--- config.mk ---
export PLATFORM = sky130hd
export DESIGN_NAME = updn_timer16
export DESIGN_NICKNAME = d
export VERILOG_FILES = /design/src/rtl/updn_tmr_pkg.sv /design/src/rtl/updn_tmr_tick.sv /design/src/rtl/updn_tmr_regs.sv /design/src/rtl/updn_tmr_core.sv /design/src/rtl/updn_timer16.sv
export SDC_FILE = /design/constraint.sdc
export NUM_CORES = 1
export LEC_CHECK = 0
export ABC_AREA = 1
export BUFFER_PORTS_ARGS = -buffer_cell sky130_fd_sc_hd__buf_2
export CAP_MARGIN = 0
export CORE_MARGIN = 2
export CORE_UTILIZATION = 40
export DETAILED_ROUTE_END_ITERATION = 8
export SLEW_MARGIN = 15
export SYNTH_ARGS = -nofsm -noshare
export SYNTH_HDL_FRONTEND = slang
export SYNTH_SLANG_ARGS = --single-unit
--- constraint.sdc ---
create_clock -name clk -period 2.05 [get_ports clk]
set_input_delay 0.41 -clock clk [delete_from_list [all_inputs] [get_ports clk]]
set_output_delay 0.41 -clock clk [all_outputs]
set_load 0.02 [all_outputs]
--- src/rtl/updn_tmr_pkg.sv ---
// Shared constants and types for the bidirectional timer counter.
// Assumes an 8-bit processor data path; offsets and select codes are fixed here.
package updn_tmr_pkg;

    localparam int BYTE_W = 8;

    // Register offsets decoded on cpu_addr
    typedef enum logic [2:0] {
        ADR_CNT_LO = 3'd0,
        ADR_CNT_HI = 3'd1,
        ADR_TOP_LO = 3'd2,
        ADR_TOP_HI = 3'd3,
        ADR_STAT   = 3'd4
    } reg_adr_e;

    // Timer tick source codes on clk_sel
    typedef enum logic [2:0] {
        CS_STOP  = 3'd0,
        CS_SYS   = 3'd1,
        CS_DIV_A = 3'd2,
        CS_DIV_B = 3'd3,
        CS_EXT   = 3'd4
    } clk_sel_e;

endpackage

--- src/rtl/updn_tmr_tick.sv ---
// Timer tick generator.
// Produces a one-cycle enable from the chosen source: every clock, two
// power-of-two divisions of a free-running prescaler, or rising edges of an
// asynchronous pin passed through a synchronizer chain.
// Assumes DIV_A and DIV_B are powers of two with 2 <= DIV_A <= DIV_B.
module updn_tmr_tick
    import updn_tmr_pkg::*;
#(
    parameter int DIV_A       = 8,
    parameter int DIV_B       = 64,
    parameter int SYNC_STAGES = 2
) (
    input  logic       clk,
    input  logic       rst_n,
    input  logic [2:0] clk_sel,
    input  logic       ext_clk_pin,
    output logic       tick
);

    localparam int PW = $clog2(DIV_B);
    localparam int AW = $clog2(DIV_A);
    localparam logic [PW-1:0] P_ONE = 1;

    logic [PW-1:0]        presc_q;
    logic [SYNC_STAGES:0] sync_q;
    logic                 hit_a;
    logic                 hit_b;
    logic                 ext_edge;

    // Free-running prescaler shared by both divided sources
    always_ff @(posedge clk) begin
        if (!rst_n) presc_q <= '0;
        else        presc_q <= presc_q + P_ONE;
    end

    // Synchronizer chain plus one history stage for edge detection
    always_ff @(posedge clk) begin
        if (!rst_n) sync_q <= '0;
        else        sync_q <= {sync_q[SYNC_STAGES-1:0], ext_clk_pin};
    end

    // Divider hits: low prescaler bits all ones
    generate
        if (AW == 0) begin : g_a_full
            assign hit_a = 1'b1;
        end else begin : g_a_div
            assign hit_a = &presc_q[AW-1:0];
        end
    endgenerate
    assign hit_b = &presc_q;

    // Rising edge once the pin has passed the synchronizer
    assign ext_edge = sync_q[SYNC_STAGES-1] & ~sync_q[SYNC_STAGES];

    // Source selection; unused codes give no tick
    always_comb begin
        case (clk_sel_e'(clk_sel))
            CS_SYS:   tick = 1'b1;
            CS_DIV_A: tick = hit_a;
            CS_DIV_B: tick = hit_b;
            CS_EXT:   tick = ext_edge;
            default:  tick = 1'b0;
        endcase
    end

endmodule

--- src/rtl/updn_tmr_regs.sv ---
// Byte-wide register front end.
// Holds the shared high-byte holding register and the limit register,
// decodes processor accesses, and builds the 16-bit load for the counter.
// Assumes CNT_W == 2 * BYTE_W and single-cycle read/write strobes.
module updn_tmr_regs
    import updn_tmr_pkg::*;
#(
    parameter int CNT_W = 16
) (
    input  logic              clk,
    input  logic              rst_n,
    input  logic [2:0]        cpu_addr,
    input  logic              cpu_wr,
    input  logic              cpu_rd,
    input  logic [BYTE_W-1:0] cpu_wdata,
    input  logic [CNT_W-1:0]  cnt_q,
    input  logic              ovf_q,
    output logic [BYTE_W-1:0] cpu_rdata,
    output logic [CNT_W-1:0]  top_q,
    output logic              load,
    output logic [CNT_W-1:0]  load_val,
    output logic              flag_clr
);

    localparam int HI_W = CNT_W - BYTE_W;
    localparam logic [CNT_W-1:0] TOP_RST = '1;

    logic [HI_W-1:0]   temp_q;
    logic              wr_cnt_lo, wr_cnt_hi, wr_top_lo, wr_top_hi, wr_stat;
    logic              rd_cnt_lo, rd_top_lo;
    logic [BYTE_W-1:0] rd_mux;

    // Access decode
    always_comb begin
        wr_cnt_lo = cpu_wr && (cpu_addr == ADR_CNT_LO);
        wr_cnt_hi = cpu_wr && (cpu_addr == ADR_CNT_HI);
        wr_top_lo = cpu_wr && (cpu_addr == ADR_TOP_LO);
        wr_top_hi = cpu_wr && (cpu_addr == ADR_TOP_HI);
        wr_stat   = cpu_wr && (cpu_addr == ADR_STAT);
        rd_cnt_lo = cpu_rd && (cpu_addr == ADR_CNT_LO);
        rd_top_lo = cpu_rd && (cpu_addr == ADR_TOP_LO);
    end

    // Holding register: filled by high-byte writes or captured on low-byte reads
    always_ff @(posedge clk) begin
        if (!rst_n)                    temp_q <= '0;
        else if (wr_cnt_hi || wr_top_hi) temp_q <= cpu_wdata[HI_W-1:0];
        else if (rd_cnt_lo)            temp_q <= cnt_q[CNT_W-1:BYTE_W];
        else if (rd_top_lo)            temp_q <= top_q[CNT_W-1:BYTE_W];
    end

    // Limit register: all bits committed by a low-byte write
    always_ff @(posedge clk) begin
        if (!rst_n)         top_q <= TOP_RST;
        else if (wr_top_lo) top_q <= {temp_q, cpu_wdata};
    end

    // Counter load request and flag clear request toward the core
    always_comb begin
        load     = wr_cnt_lo;
        load_val = {temp_q, cpu_wdata};
        flag_clr = wr_stat && cpu_wdata[0];
    end

    // Read data selection
    always_comb begin
        case (reg_adr_e'(cpu_addr))
            ADR_CNT_LO: rd_mux = cnt_q[BYTE_W-1:0];
            ADR_CNT_HI: rd_mux = BYTE_W'(temp_q);
            ADR_TOP_LO: rd_mux = top_q[BYTE_W-1:0];
            ADR_TOP_HI: rd_mux = BYTE_W'(temp_q);
            ADR_STAT:   rd_mux = {{(BYTE_W-1){1'b0}}, ovf_q};
            default:    rd_mux = '0;
        endcase
    end

    // Drive data only while a read is active
    assign cpu_rdata = cpu_rd ? rd_mux : '0;

endmodule

--- src/rtl/updn_tmr_core.sv ---
// Counter core.
// Applies, in priority order, a processor load, a clear, the wrap event and
// an up/down step; tracks the sticky overflow flag and the limit compares.
// Assumes tick is a single-cycle enable in the clk domain.
module updn_tmr_core #(
    parameter int CNT_W = 16
) (
    input  logic             clk,
    input  logic             rst_n,
    input  logic             tick,
    input  logic             cnt_en,
    input  logic             cnt_up,
    input  logic             cnt_clr,
    input  logic             evt_trig,
    input  logic             load,
    input  logic [CNT_W-1:0] load_val,
    input  logic [CNT_W-1:0] top_q,
    input  logic             flag_clr,
    output logic [CNT_W-1:0] cnt_q,
    output logic             ovf_q,
    output logic             at_top,
    output logic             at_bottom
);

    localparam logic [CNT_W-1:0] ONE = 1;

    logic [CNT_W-1:0] cnt_d;
    logic             wrap_set;

    // Limit and zero compares
    always_comb begin
        at_top    = (cnt_q == top_q);
        at_bottom = (cnt_q == '0);
    end

    // Next-value selection with load > clear > event > step
    always_comb begin
        cnt_d    = cnt_q;
        wrap_set = 1'b0;
        if (load) begin
            cnt_d = load_val;
        end else if (tick) begin
            if (cnt_clr) begin
                cnt_d = '0;
            end else if (evt_trig) begin
                cnt_d    = '0;
                wrap_set = 1'b1;
            end else if (cnt_en) begin
                if (cnt_up) begin
                    if (at_top) begin
                        cnt_d    = '0;
                        wrap_set = 1'b1;
                    end else begin
                        cnt_d = cnt_q + ONE;
                    end
                end else begin
                    cnt_d = at_bottom ? top_q : (cnt_q - ONE);
                end
            end
        end
    end

    // Counter register
    always_ff @(posedge clk) begin
        if (!rst_n) cnt_q <= '0;
        else        cnt_q <= cnt_d;
    end

    // Sticky overflow flag; a set wins over a clear
    always_ff @(posedge clk) begin
        if (!rst_n)        ovf_q <= 1'b0;
        else if (wrap_set) ovf_q <= 1'b1;
        else if (flag_clr) ovf_q <= 1'b0;
    end

endmodule

--- src/rtl/updn_timer16.sv ---
// Top level of the bidirectional timer counter with byte-wide access.
// Connects the tick generator, the register front end and the counter core.
// Assumes a single synchronous clock; ext_clk_pin may be asynchronous.
module updn_timer16
    import updn_tmr_pkg::*;
#(
    parameter int CNT_W       = 16,
    parameter int DIV_A       = 8,
    parameter int DIV_B       = 64,
    parameter int SYNC_STAGES = 2
) (
    input  logic       clk,
    input  logic       rst_n,
    input  logic [2:0] cpu_addr,
    input  logic       cpu_wr,
    input  logic       cpu_rd,
    input  logic [7:0] cpu_wdata,
    output logic [7:0] cpu_rdata,
    input  logic [2:0] clk_sel,
    input  logic       ext_clk_pin,
    input  logic       cnt_en,
    input  logic       cnt_up,
    input  logic       cnt_clr,
    input  logic       evt_trig,
    output logic       at_top,
    output logic       at_bottom,
    output logic       ovf_irq
);

    logic             tick;
    logic [CNT_W-1:0] cnt_q;
    logic [CNT_W-1:0] top_q;
    logic             ovf_q;
    logic             load;
    logic [CNT_W-1:0] load_val;
    logic             flag_clr;

    updn_tmr_tick #(
        .DIV_A       (DIV_A),
        .DIV_B       (DIV_B),
        .SYNC_STAGES (SYNC_STAGES)
    ) u_tick (
        .clk         (clk),
        .rst_n       (rst_n),
        .clk_sel     (clk_sel),
        .ext_clk_pin (ext_clk_pin),
        .tick        (tick)
    );

    updn_tmr_regs #(
        .CNT_W (CNT_W)
    ) u_regs (
        .clk       (clk),
        .rst_n     (rst_n),
        .cpu_addr  (cpu_addr),
        .cpu_wr    (cpu_wr),
        .cpu_rd    (cpu_rd),
        .cpu_wdata (cpu_wdata),
        .cnt_q     (cnt_q),
        .ovf_q     (ovf_q),
        .cpu_rdata (cpu_rdata),
        .top_q     (top_q),
        .load      (load),
        .load_val  (load_val),
        .flag_clr  (flag_clr)
    );

    updn_tmr_core #(
        .CNT_W (CNT_W)
    ) u_core (
        .clk       (clk),
        .rst_n     (rst_n),
        .tick      (tick),
        .cnt_en    (cnt_en),
        .cnt_up    (cnt_up),
        .cnt_clr   (cnt_clr),
        .evt_trig  (evt_trig),
        .load      (load),
        .load_val  (load_val),
        .top_q     (top_q),
        .flag_clr  (flag_clr),
        .cnt_q     (cnt_q),
        .ovf_q     (ovf_q),
        .at_top    (at_top),
        .at_bottom (at_bottom)
    );

    // Flag drives the interrupt request directly
    assign ovf_irq = ovf_q;

endmodule

==> results of run 1 <==
==> how the worst min path moves through the flow <==
stage	endpoint	slack [ps]	cells after the start
after CTS	u_tick.sync_q[0]	280	3
after detailed placement	u_tick.sync_q[1]	410	2
final	u_tick.sync_q[0]	280	3
after global placement	u_tick.sync_q[1]	400	2
after global routing	u_tick.sync_q[0]	290	3
after floorplan	u_tick.sync_q[1]	390	2
==> final cells by class <==
type | count | area (µm²) | area share
well taps | 133 | 166 | 0.0364
clock inverters | 2 | 37.5 | 0.00821
multi-input cells | 533 | 2510 | 0.549
clock buffers | 6 | 72.6 | 0.0159
inverters | 88 | 335 | 0.0733
flip-flops and latches | 50 | 1040 | 0.228
repair buffers | 61 | 409 | 0.0894
==> cell usage after synthesis (2+ instances only) <==
master | number | share of area
nor2_2 | 11 | 0.017
buf_2 | 14 | 0.018
inv_2 | 22 | 0.021
nor3_1 | 2 | 0.0025
nand2_1 | 232 | 0.22
buf_4 | 3 | 0.0057
nand3_1 | 38 | 0.048
ha_1 | 5 | 0.016
nand2_2 | 2 | 0.0031
buf_1 | 2 | 0.0019
buf_6 | 2 | 0.0057
nor2_4 | 2 | 0.0057
nor2_1 | 98 | 0.092
xor2_1 | 12 | 0.026
clkbuf_1 | 9 | 0.0085
dfxtp_1 | 50 | 0.25
o21ai_0 | 21 | 0.026
clkinv_1 | 2 | 0.0019
nand4_1 | 11 | 0.017
o21ai_1 | 2 | 0.0025
o22ai_1 | 16 | 0.025
inv_1 | 64 | 0.060
xnor2_1 | 2 | 0.0044
o211ai_1 | 16 | 0.030
a21oi_1 | 55 | 0.069
==> metal layers <==
layer  GRT usage  vias to the layer above  share of wire
met5           0                        -              0
li1            -                     2296              -
met2       0.386                      195           0.44
met4      0.0859                        0          0.025
met3      0.0340                       31          0.076
met1       0.343                     2054           0.46
==> power by group through the flow <==
stage                     clock, W  combinational [W]  sequential [W]
after floorplan                  0           0.000688         0.00108
after global placement           0           0.000901         0.00113
after detailed placement         0           0.000907         0.00113
after CTS                 0.000741           0.000930         0.00111
after global routing      0.000776            0.00107         0.00112
final                     0.000742           0.000953         0.00111
==> sequential cells by signal, indices dropped and copies added (netlist names) <==
signal and flops:
u_regs.temp_q 8, u_regs.top_q 16, u_core.ovf_q 1, u_tick.presc_q 6, u_core.cnt_q 16, u_tick.sync_q 3
==> layout by cell type (no fill, tap or decap), types with 16 or more instances in the layout <==
cell type  instances
dfxtp_1           34
buf_4             27
buf_2             31
o22ai_1           16
inv_1             63
nand2_1          232
nand3_1           38
nor2_1            94
inv_2             21
o21ai_0           21
a21oi_1           55
o211ai_1          16
==> per-stage QoR <==
step | worst slack, ps | power (W)
finish | 69.5 | 0.00281
global route | 7.02 | 0.00297
CTS | 9.46 | 0.00278
detailed placement | 152 | 0.00204
global placement | 217 | 0.00203
floorplan | 341 | 0.00177
==> worst min-delay path: stages <==
cell and delay, ps:
buf_2 80, nand2_1 40, inv_1 40
==> logic make-up after synthesis <==
family / Yosys count / share of synthesized area
AO/OA/AOI/OAI: 114 / 0.163
XOR/XNOR: 14 / 0.0308
flip-flops: 50 / 0.251
AND/OR/NAND/NOR: 400 / 0.417
adder cells (fa/ha/maj): 5 / 0.0157
buffers and inverters: 118 / 0.122
==> timing repair <==
action,4_1_cts,5_1_grt
setup endpoints to repair,2,2
pin swaps,1,5
buffers inserted,3,4
hold buffers,0,0
gates resized for setup,17,19
==> summary.txt, run 1 <==
Finish
  – Fill cells: ~1,100
  – Area growth, synth to finish: 14.9%
  – Fin nets: 767
  – Diode count: 0
  – Post-route cell area: 4570 µm²
  – Layout cells sized above 1: 0.180
  – Fin util: 0.470
  – Non-Filler Instances: around 870

Power
  – Cell Int Power: 0.00173 W
  – Switching part of the total power: 0.384
  – Comb pwr share: 0.340
  – Clock share of power: 0.265
  – VDD IR-drop max: ~290 µV
  – P_sw: 0.00108 W
  – Power Dens Cells: 613 nW/µm²
  – Sequential Power Share: 0.396
  – P_leak: between 2 and 2.5 nW

Setup path
  – Flop2flop setup slack: 250 ps
  – Slowest cell on the critical path: dfxtp_4
  – CP top delay family: simple AND/OR/NAND/NOR gates
  – Startpoint class of the critical path: flip-flop
  – CP cell instances: inv_4 -> ha_2 -> nand2_1 -> nor2_1 -> nand2_1 -> nor2_4 -> buf_4
  – CP Capture Type: primary output
  – Max incr delay on CP: about 400 ps
  – Critical path destination: at_bottom
  – Worst path depth: 7
  – Worst r2r dst: u_core.cnt_q[14]
  – Crit Path Max Fanout: 6
  – R2R cell count: 10
  – Req. time, crit path: 1640 ps
  – Crit path launch: u_core.cnt_q[0]
  – Crit path kind: reg2out
  – Worst reg2reg path startpoint: u_tick.presc_q[0]
  – Crit path buffers/inverters: 2
  – Most frequent CP cell: nand2_1
  – Critical Path AT: about 1600 ps

STA
  – Count of final hold-check violations: 0
  – RSZ-0062 raised after global routing: false
  – Final Skew: about 7.3 ps
  – Fmax: 505 MHz
  – Tcrit/Tclk final: 0.966
  – Setup_tns: 0 ps
  – Minimum clock period after layout: around 2000 ps
  – Relative slew slack: 0.578
  – Hold Worst Slack: 278 ps
  – Worst-Margin Slew: 632 ps
  – Final setup fails: 0
  – Fin. max-slew vios: 0

Detailed routing
  – Routed Antenna Nets: 0
  – Mean routed wirelength per cell: between 15 and 20 µm
  – Drc violations: 0
  – Final wirelength: 13,300 µm
  – First-pass detailed-route iteration total: 6
  – DR vias: approximately 4,600
  – Via-per-instance ratio: 5.24
  – 1st-iter DRT viols: 320

Yosys
  – Syn Area/Cell: between 5 and 6 µm²
  – Yosys warns: 0
  – Synth Register Bits: 50
  – Post-synthesis cell count: 701
  – Sequential share of the synthesized area: 0.251
  – Ys async rst share: 0
  – Library cells used by synthesis: 33
  – Post-Syn Area: roughly 4000 µm²
  – Syn nets: 729
  – Predominant post-synthesis flop cell: dfxtp_1
  – Post-synth EDFFs: 0

Floorplanning
  – CORE AREA: 9730 µm²
  – Die width: 104 µm
  – Initial Util: 0.409
  – I/O pins: 34
  – Total die area: roughly 11,000 µm²
  – Die height: 104 µm
  – Num rows: 36

Clock tree
  – Worst-path clk slew: 100 ps
  – H-tree levels: 2
  – Worst skew pair latency: 320 ps
  – Root buffer cell: clkbuf_8
  – Num CTS Buffers: 5
  – Clk buf depth: 2
  – Num Clock Sinks: 50
  – CTS tree: built

Placed design
  – Routability cong.: 0.939
  – Port-buffer cells: 33
  – Final HPWL DP: 10,200 µm
  – Placed instance count: 858
  – Placed cell area: 4340 µm²

Global route
  – First-pass GRT wire length: 21,300 µm
  – Largest net degree at the start of global routing: 39
  – GRT Residual Overflow: 0
  – Initial antenna violation count: 0
  – Vias in the first global route: 4,263
  – Global-route usage over all layers: 0.245

Min path
  – Worst hold path startpoint: ext_clk_pin
  – Worst hold-check path type: in2reg

Job
  – Max_cap viols: 0

Run status
  – Outcome: finished, final reports clean
Power figures use the tool's default switching activity.
==> inputs of run 2 (changes only) <==
- CELL_PAD_IN_SITES_DETAIL_PLACEMENT: default -> 0
- CELL_PAD_IN_SITES_GLOBAL_PLACEMENT: default -> 1
- PLACE_DENSITY_LB_ADDON: default -> 0.1
==> run 2 against run 1 <==
  * Clock power down 13%
  * Largest cell class unchanged
  * Via count grew 1.2%
  * Total power shrank 2.8%
  * Critical path type unchanged
  * Combinational power increased by 1%
  * Sequential share of layout area increased by 0.087 points
  * Register-to-register slack hardly changed
  * Fmax fell by 1.3%
  * First-iteration DRC count is 1.9% higher
  * Cell area is 0.22% higher
  * Die area unchanged
==> summary.txt, run 2 (synthesized netlist as in run 1, its figures left out) <==
Setup path
  – Crit path launch: u_core.cnt_q[0] (unchanged)
  – Critical path destination: at_top (was at_bottom)
  – Worst r2r dst: u_core.cnt_q[7] (was u_core.cnt_q[14])
  – Startpoint class of the critical path: flip-flop (unchanged)
  – Flop2flop setup slack: 240 ps (was 250 ps)
  – CP Capture Type: primary output (unchanged)
  – Req. time, crit path: 1640 ps (about the same)
  – R2R cell count: 10 (unchanged)
  – Worst reg2reg path startpoint: u_tick.presc_q[0] (unchanged)
  – Crit Path Max Fanout: 7 (was 6)
  – Critical Path AT: 1600 ps (was 1570 ps)
  – Crit path kind: reg2out (unchanged)

Detailed routing
  – Drc violations: 0 (unchanged)
  – 1st-iter DRT viols: 326 (was 320)
  – First-pass detailed-route iteration total: 9 (was 6)
  – Routed Antenna Nets: 0 (unchanged)
  – DR vias: 4,630 (was 4,576)
  – Via-per-instance ratio: 5.29 (was 5.24)
  – Final wirelength: 14,000 µm (was 13,300 µm)
  – Mean routed wirelength per cell: 16.0 µm (was 15.2 µm)

Finish
  – Diode count: 0 (unchanged)
  – Fin util: 0.471 (was 0.470)
  – FF+latch area: 1050 µm² (was 1040 µm²)
  – Non-Filler Instances: 876 (was 873)
  – Area of the multi-input gates: 2520 µm² (was 2510 µm²)
  – Commonest non-fill, non-tap cell in the layout: nand2_1 (unchanged)
  – Area growth, synth to finish: 15.2% (was 14.9%)
  – Layout cells sized above 1: 0.190 (was 0.180)
  – Fin nets: 770 (was 767)
  – Most frequent cells in the layout: nand2_1 (229), nor2_1 (93), inv_1 (64) (was nand2_1 (232), nor2_1 (94), inv_1 (63))
  – Largest registers: u_core.cnt_q: 16 flops, u_regs.top_q: 16 flops, u_regs.temp_q: 8 flops (unchanged)
  – Fill cells: 1,090 (was 1,111)

Clock tree
  – Num CTS Buffers: 5 (unchanged)
  – Worst skew pair latency: 320 ps (about the same)
  – Root buffer cell: clkbuf_8 (unchanged)
  – Clk buf depth: 2 (unchanged)
  – Worst-path clk slew: 100 ps (about the same)
  – H-tree levels: 2 (unchanged)
  – Num Clock Sinks: 50 (unchanged)
  – CTS tree: built (unchanged)

Floorplanning
  – I/O pins: 34 (unchanged)
  – CORE AREA: 9730 µm² (unchanged)
  – Die height: 104 µm (unchanged)
  – Num rows: 36 (unchanged)
  – Die width: 104 µm (unchanged)
  – Initial Util: 0.409 (unchanged)
  – Total die area: 10,800 µm² (unchanged)

STA
  – Worst-Margin Slew: 601 ps (was 632 ps)
  – Tcrit/Tclk final: 0.979 (was 0.966)
  – Hold Worst Slack: 274 ps (was 278 ps)
  – Final setup fails: 0 (unchanged)
  – RSZ-0062 raised after global routing: true (was false)
  – Setup_tns: 0 ps (unchanged)
  – Fmax: 499 MHz (was 505 MHz)
  – Fin. max-slew vios: 0 (unchanged)
  – Minimum clock period after layout: 2010 ps (was 1980 ps)
  – Relative slew slack: 0.599 (was 0.578)
  – Final Skew: 9.45 ps (was 7.33 ps)
  – Count of final hold-check violations: 0 (unchanged)

Global route
  – Largest net degree at the start of global routing: 32 (was 39)
  – GRT Residual Overflow: 0 (unchanged)
  – Global-route usage over all layers: 0.259 (was 0.245)
  – Initial antenna violation count: 0 (unchanged)
  – First-pass GRT wire length: 22,300 µm (was 21,300 µm)
  – Vias in the first global route: 4,194 (was 4,263)

Job
  – Max_cap viols: 0 (unchanged)

Min path
  – Worst hold-check path type: in2reg (unchanged)

Placed design
  – Final HPWL DP: 10,800 µm (was 10,200 µm)
  – Port-buffer cells: 33 (unchanged)
  – Placed instance count: 862 (was 858)
  – Routability cong.: 0.884 (was 0.939)

Power
  – Power Dens Cells: 595 nW/µm² (was 613 nW/µm²)
  – Total power: 0.00273 W (was 0.00281 W)
  – P_leak: 2.36 nW (was 2.35 nW)
  – VDD IR-drop max: 338 µV (was 288 µV)

Run status
  – Outcome: finished, final reports clean (unchanged)
-- run 2: area by class of cell --
cell class,count,area share
multi-input combinational,533,0.551
sequential,50,0.229
timing repair buffer,64,0.0914
inverter,88,0.0726
tap,133,0.0363
clock buffer,5,0.0150
clock inverter,3,0.00491
-- run 2: per-stage QoR --
step | setup WS, ps | area, µm²
after floorplan | 341 | 3980
after global placement | 176 | 4360
after detailed placement | 164 | 4360
after CTS | 1.23 | 4480
after global routing | -24.5 | 4580
final | 44.0 | 4580
-- run 2: power breakdown --
group,total [W],switching [W],internal [W]
logic,0.000967,0.000637,0.000330
clock network,0.000648,0.000399,0.000249
registers,0.00111,0.0000791,0.00103
total,0.00273,0.00112,0.00161
-- run 2: critical path, stage by stage, from the launching register on --
cell	delay, ps
dfxtp_4	390
inv_2	50
buf_4	160
nand2_1	60
nand2_1	40
nor2_1	80
nand2_1	60
nor2_2	130
nand2_2	100
inv_1	70
buf_4	130
-- run 2: worst min path at each step --
| stage | startpoint | endpoint | slack, ps | cells after the start |
|---|---|---|---|---|
| finish | ext_clk_pin | u_tick.sync_q[0] | 270 | 3 |
| global route | ext_clk_pin | u_tick.sync_q[0] | 300 | 3 |
| CTS | ext_clk_pin | u_tick.sync_q[0] | 280 | 3 |
| detailed placement | u_tick.sync_q[0] | u_tick.sync_q[1] | 410 | 2 |
| global placement | u_tick.sync_q[0] | u_tick.sync_q[1] | 400 | 2 |
| floorplan | u_tick.sync_q[0] | u_tick.sync_q[1] | 390 | 2 |
-- run 2: routing by layer --
layer,part of all wire,vias up,global-route usage
met3,0.097,25,0.0321
li1,-,2304,-
met5,0,-,0
met1,0.45,2064,0.377
met4,0.021,0,0.0743
met2,0.44,237,0.400
-- run 2: timing repair --
action	CTS	global route
hold buffers	0	0
resized for setup	18	24
pin swaps	1	6
setup buffers	0	6
hold endpoints to repair	0	0
cloned	0	0
setup endpoints to repair	2	2
==> inputs of run 3 (changes only) <==
- SYNTH_HIERARCHICAL: default -> 1
==> run 3 against run 2 <==
  * Worst setup slack better by 28 ps
  * Cell count grew 7.5%
  * Register-to-register slack got worse by 70 ps
  * Sequential cell count stayed put
  * Sequential power about the same
  * Global-route usage down 0.29 points
  * Synthesized cell count grew 8.4%
==> summary.txt, run 3 <==
STA
  – Final Skew: 3.80 ps (was 9.45 ps)
  – Worst-Margin Slew: 438 ps (was 601 ps)
  – RSZ-0062 raised after global routing: true (unchanged)
  – Fmax: 506 MHz (was 499 MHz)
  – Count of final hold-check violations: 0 (unchanged)
  – Setup_tns: 0 ps (unchanged)
  – Tcrit/Tclk final: 0.965 (was 0.979)
  – Hold Worst Slack: 280 ps (was 274 ps)
  – Relative slew slack: 0.708 (was 0.599)
  – Final setup fails: 0 (unchanged)
  – Minimum clock period after layout: 1980 ps (was 2010 ps)
  – Fin. max-slew vios: 0 (unchanged)

Finish
  – Layout cells sized above 1: 0.209 (was 0.190)
  – Post-route cell area: 4890 µm² (was 4580 µm²)
  – Most frequent cells in the layout: nand2_1 (300), nand3_1 (88), inv_1 (68) (was nand2_1 (229), nor2_1 (93), inv_1 (64))
  – Fin nets: 829 (was 770)
  – Largest registers: u_core/cnt_q: 16 flops, u_regs/top_q: 16 flops, u_regs/temp_q: 8 flops (was u_core.cnt_q: 16 flops, u_regs.top_q: 16 flops, u_regs.temp_q: 8 flops)
  – Area growth, synth to finish: 11.2% (was 15.2%)
  – Diode count: 0 (unchanged)
  – Non-Filler Instances: 942 (was 876)
  – Commonest non-fill, non-tap cell in the layout: nand2_1 (unchanged)

Yosys
  – Syn nets: 788 (was 729)
  – Sequential share of the synthesized area: 0.228 (was 0.251)
  – Library cells used by synthesis: 33 (unchanged)
  – Post-Syn Area: 4400 µm² (was 3980 µm²)
  – Top cells by count, synth: nand2_1 (300), nand3_1 (89), inv_1 (68) (was nand2_1 (232), nor2_1 (98), inv_1 (64))
  – Post-synthesis cell count: 760 (was 701)
  – Post-synth EDFFs: 0 (unchanged)
  – Largest family of logic cells by synthesized area: simple AND/OR/NAND/NOR gates (unchanged)
  – Complex-gate fraction of the synthesized area: 0.0959 (was 0.163)
  – Post-synthesis xor/xnor area fraction: 0.0219 (was 0.0308)
  – Synth Area in Simple Gates: 0.493 (was 0.417)
  – Synth area leader: nand2_1 (was dfxtp_1)
  – Ranking of synthesized cells by area: nand2_1 (26%), dfxtp_1 (23%), nand3_1 (10%) (was dfxtp_1 (25%), nand2_1 (22%), nor2_1 (9.2%))
  – Predominant post-synthesis flop cell: dfxtp_1 (unchanged)
  – Synth Register Bits: 50 (unchanged)
  – Yosys warns: 6 (was 0)
  – Mux contribution to synthesized area: 0 (unchanged)
  – Post-synth top area share: 0.256 (was 0.251)
  – Area share of fa/ha/maj cells after synthesis: 0.0142 (was 0.0157)
  – Ys async rst share: 0 (unchanged)
  – Most common cell in the netlist: nand2_1 (unchanged)
  – Syn Area/Cell: 5.79 µm² (was 5.68 µm²)

Global route
  – Initial antenna violation count: 0 (unchanged)
  – GR met1 Demand/Resource: 0.360 (was 0.377)
  – Grt met2 use: 0.410 (was 0.400)
  – Largest net degree at the start of global routing: 22 (was 32)
  – Global route hottest layer: met2 (unchanged)
  – First-pass GRT wire length: 23,100 µm (was 22,300 µm)
  – Met3 usage: 0.0287 (was 0.0321)
  – Global-route usage over all layers: 0.256 (was 0.259)
  – Vias in the first global route: 4,319 (was 4,194)
  – GRT Residual Overflow: 0 (unchanged)

Setup path
  – CP cell instances: inv_1 -> nand2_1 -> nand2_1 -> nor2_1 -> nand2_1 -> nor2_4 -> nand2_4 -> inv_1 -> buf_4 (was inv_2 -> buf_4 -> nand2_1 -> nand2_1 -> nor2_1 -> nand2_1 -> nor2_2 -> nand2_2 -> inv_1 -> buf_4)
  – Most frequent CP cell: nand2_1 (unchanged)
  – Critical Path AT: 1570 ps (was 1600 ps)
  – Worst reg2reg path startpoint: u_regs/top_q[0] (was u_tick.presc_q[0])
  – Startpoint class of the critical path: flip-flop (unchanged)
  – R2R cell count: 13 (was 10)
  – Worst r2r dst: u_core/cnt_q[5] (was u_core.cnt_q[7])
  – Crit path kind: reg2out (unchanged)
  – Req. time, crit path: 1640 ps (about the same)
  – Crit Path Max Fanout: 5 (was 7)
  – Flop2flop setup slack: 170 ps (was 240 ps)
  – CP Capture Type: primary output (unchanged)
  – Max incr delay on CP: 450 ps (was 390 ps)
  – Slowest cell on the critical path: dfxtp_1 (was dfxtp_4)

Detailed routing
  – Drc violations: 0 (unchanged)
  – Final wirelength: 14,400 µm (was 14,000 µm)
  – First-pass detailed-route iteration total: 6 (was 9)
  – DR vias: 4,696 (was 4,630)
  – Via-per-instance ratio: 4.99 (was 5.29)
  – Routed Antenna Nets: 0 (unchanged)
  – 1st-iter DRT viols: 281 (was 326)
  – Mean routed wirelength per cell: 15.3 µm (was 16.0 µm)

Floorplanning
  – CORE AREA: 10,800 µm² (was 9730 µm²)
  – Die width: 109 µm (was 104 µm)
  – Total die area: 11,800 µm² (was 10,800 µm²)
  – I/O pins: 34 (unchanged)
  – Die height: 109 µm (was 104 µm)
  – Num rows: 38 (was 36)
  – Initial Util: 0.407 (was 0.409)

Placed design
  – Placed cell area: 4710 µm² (was 4360 µm²)
  – Port-buffer cells: 33 (unchanged)
  – Routability cong.: 0.901 (was 0.884)
  – Placed instance count: 930 (was 862)
  – Final HPWL DP: 11,400 µm (was 10,800 µm)

Power
  – VDD IR-drop max: 452 µV (was 338 µV)
  – Power Dens Cells: 600 nW/µm² (was 595 nW/µm²)
  – P_leak: 2.72 nW (was 2.36 nW)

Min path
  – Worst hold-check path type: in2reg (unchanged)
  – Worst hold path startpoint: ext_clk_pin (unchanged)
  – Hold endpoint: u_tick/sync_q[0] (was u_tick.sync_q[0])
  – Number of cells on the worst hold path: 3 (unchanged)

Clock tree
  – Clk buf depth: 2 (unchanged)
  – H-tree levels: 2 (unchanged)
  – Num CTS Buffers: 5 (unchanged)
  – Root buffer cell: clkbuf_8 (unchanged)
  – CTS tree: built (unchanged)
  – Worst skew pair latency: 310 ps (was 320 ps)
  – Worst-path clk slew: 90 ps (was 100 ps)
  – Num Clock Sinks: 50 (unchanged)

Run status
  – Outcome: finished, final reports clean (unchanged)

Job
  – Max_cap viols: 0 (unchanged)
## run 3: cell types whose count changed after synthesis, moves of 6 or more
cell / delta
buf_6: +10
nor2_1: -46
o21ai_1: +10
nor2_4: +10
nand3_1: +51
a21oi_1: -10
o211ai_1: -16
nand2_1: +68
nand4_1: -8
nand2_2: +10
buf_4: +12
buf_2: -12
o22ai_1: -16
o21ai_0: -6
## run 3: what timing repair did
item | 4_1_cts | 5_1_grt
setup endpoints to repair | 2 | 3
setup buffers | 1 | 3
pin swaps | 1 | 2
resized for setup | 9 | 15
hold endpoints to repair | 0 | 0
hold buffers | 0 | 0
## run 3: through the flow
stage                util  worst slack (ps)  total power, W
global placement    0.436               118         0.00222
global route        0.453             -34.3         0.00313
CTS                 0.449              27.0         0.00293
detailed placement  0.436               139         0.00221
floorplan               -               316         0.00191
finish              0.453              71.9         0.00293
## run 3: per-layer routing
layer  vias to the layer above  routed length (µm)
li1                       2438                   -
met4                         0                 340
met1                      2106                7160
met3                        26                 544
met5                         -                   0
met2                       126                6380
## run 3: worst max path at each step
stage,from,slack (ps),to
4_1_cts,u_core/cnt_q[8],30,at_bottom
2_1_floorplan,cpu_addr[1],320,u_core/cnt_q[10]
3_5_place_dp,cpu_addr[0],140,u_core/cnt_q[3]
6_report,u_regs/top_q[0],70,at_top
5_1_grt,u_core/cnt_q[12],-30,at_top
3_3_place_gp,u_core/cnt_q[2],120,at_top
## run 3: final cells by class
type / instances / area, µm²
Sequential cell: 50 / 1030
Fill cell: 1157 / 5900
Timing Repair Buffer: 71 / 465
Inverter: 91 / 349
Clock buffer: 6 / 72.6
Tap cell: 140 / 175
Multi-Input combinational cell: 582 / 2760
Clock inverter: 2 / 37.5
## run 3: where the power goes
group,internal (W),leakage [nW],switching (W),total (W)
combinational,0.000390,2.26,0.000706,0.00110
clock,0.000364,0.0514,0.000336,0.000701
sequential,0.00104,0.413,0.000101,0.00114
total,0.00179,2.72,0.00114,0.00293
## run 3: critical path: cells and delay by family, from the launching register on
kind	cells	cell delay, ps
DFF	1	450
and+or+nand+nor	6	570
buffers and inverters	3	230
## run 3: kinds of logic after synthesis
logic type,count (synthesis)
AND/OR/NAND/NOR,488
flip-flops,50
XOR/XNOR,11
buffers and inverters,128
AO/OA/AOI/OAI,78
adder cells (fa/ha/maj),5
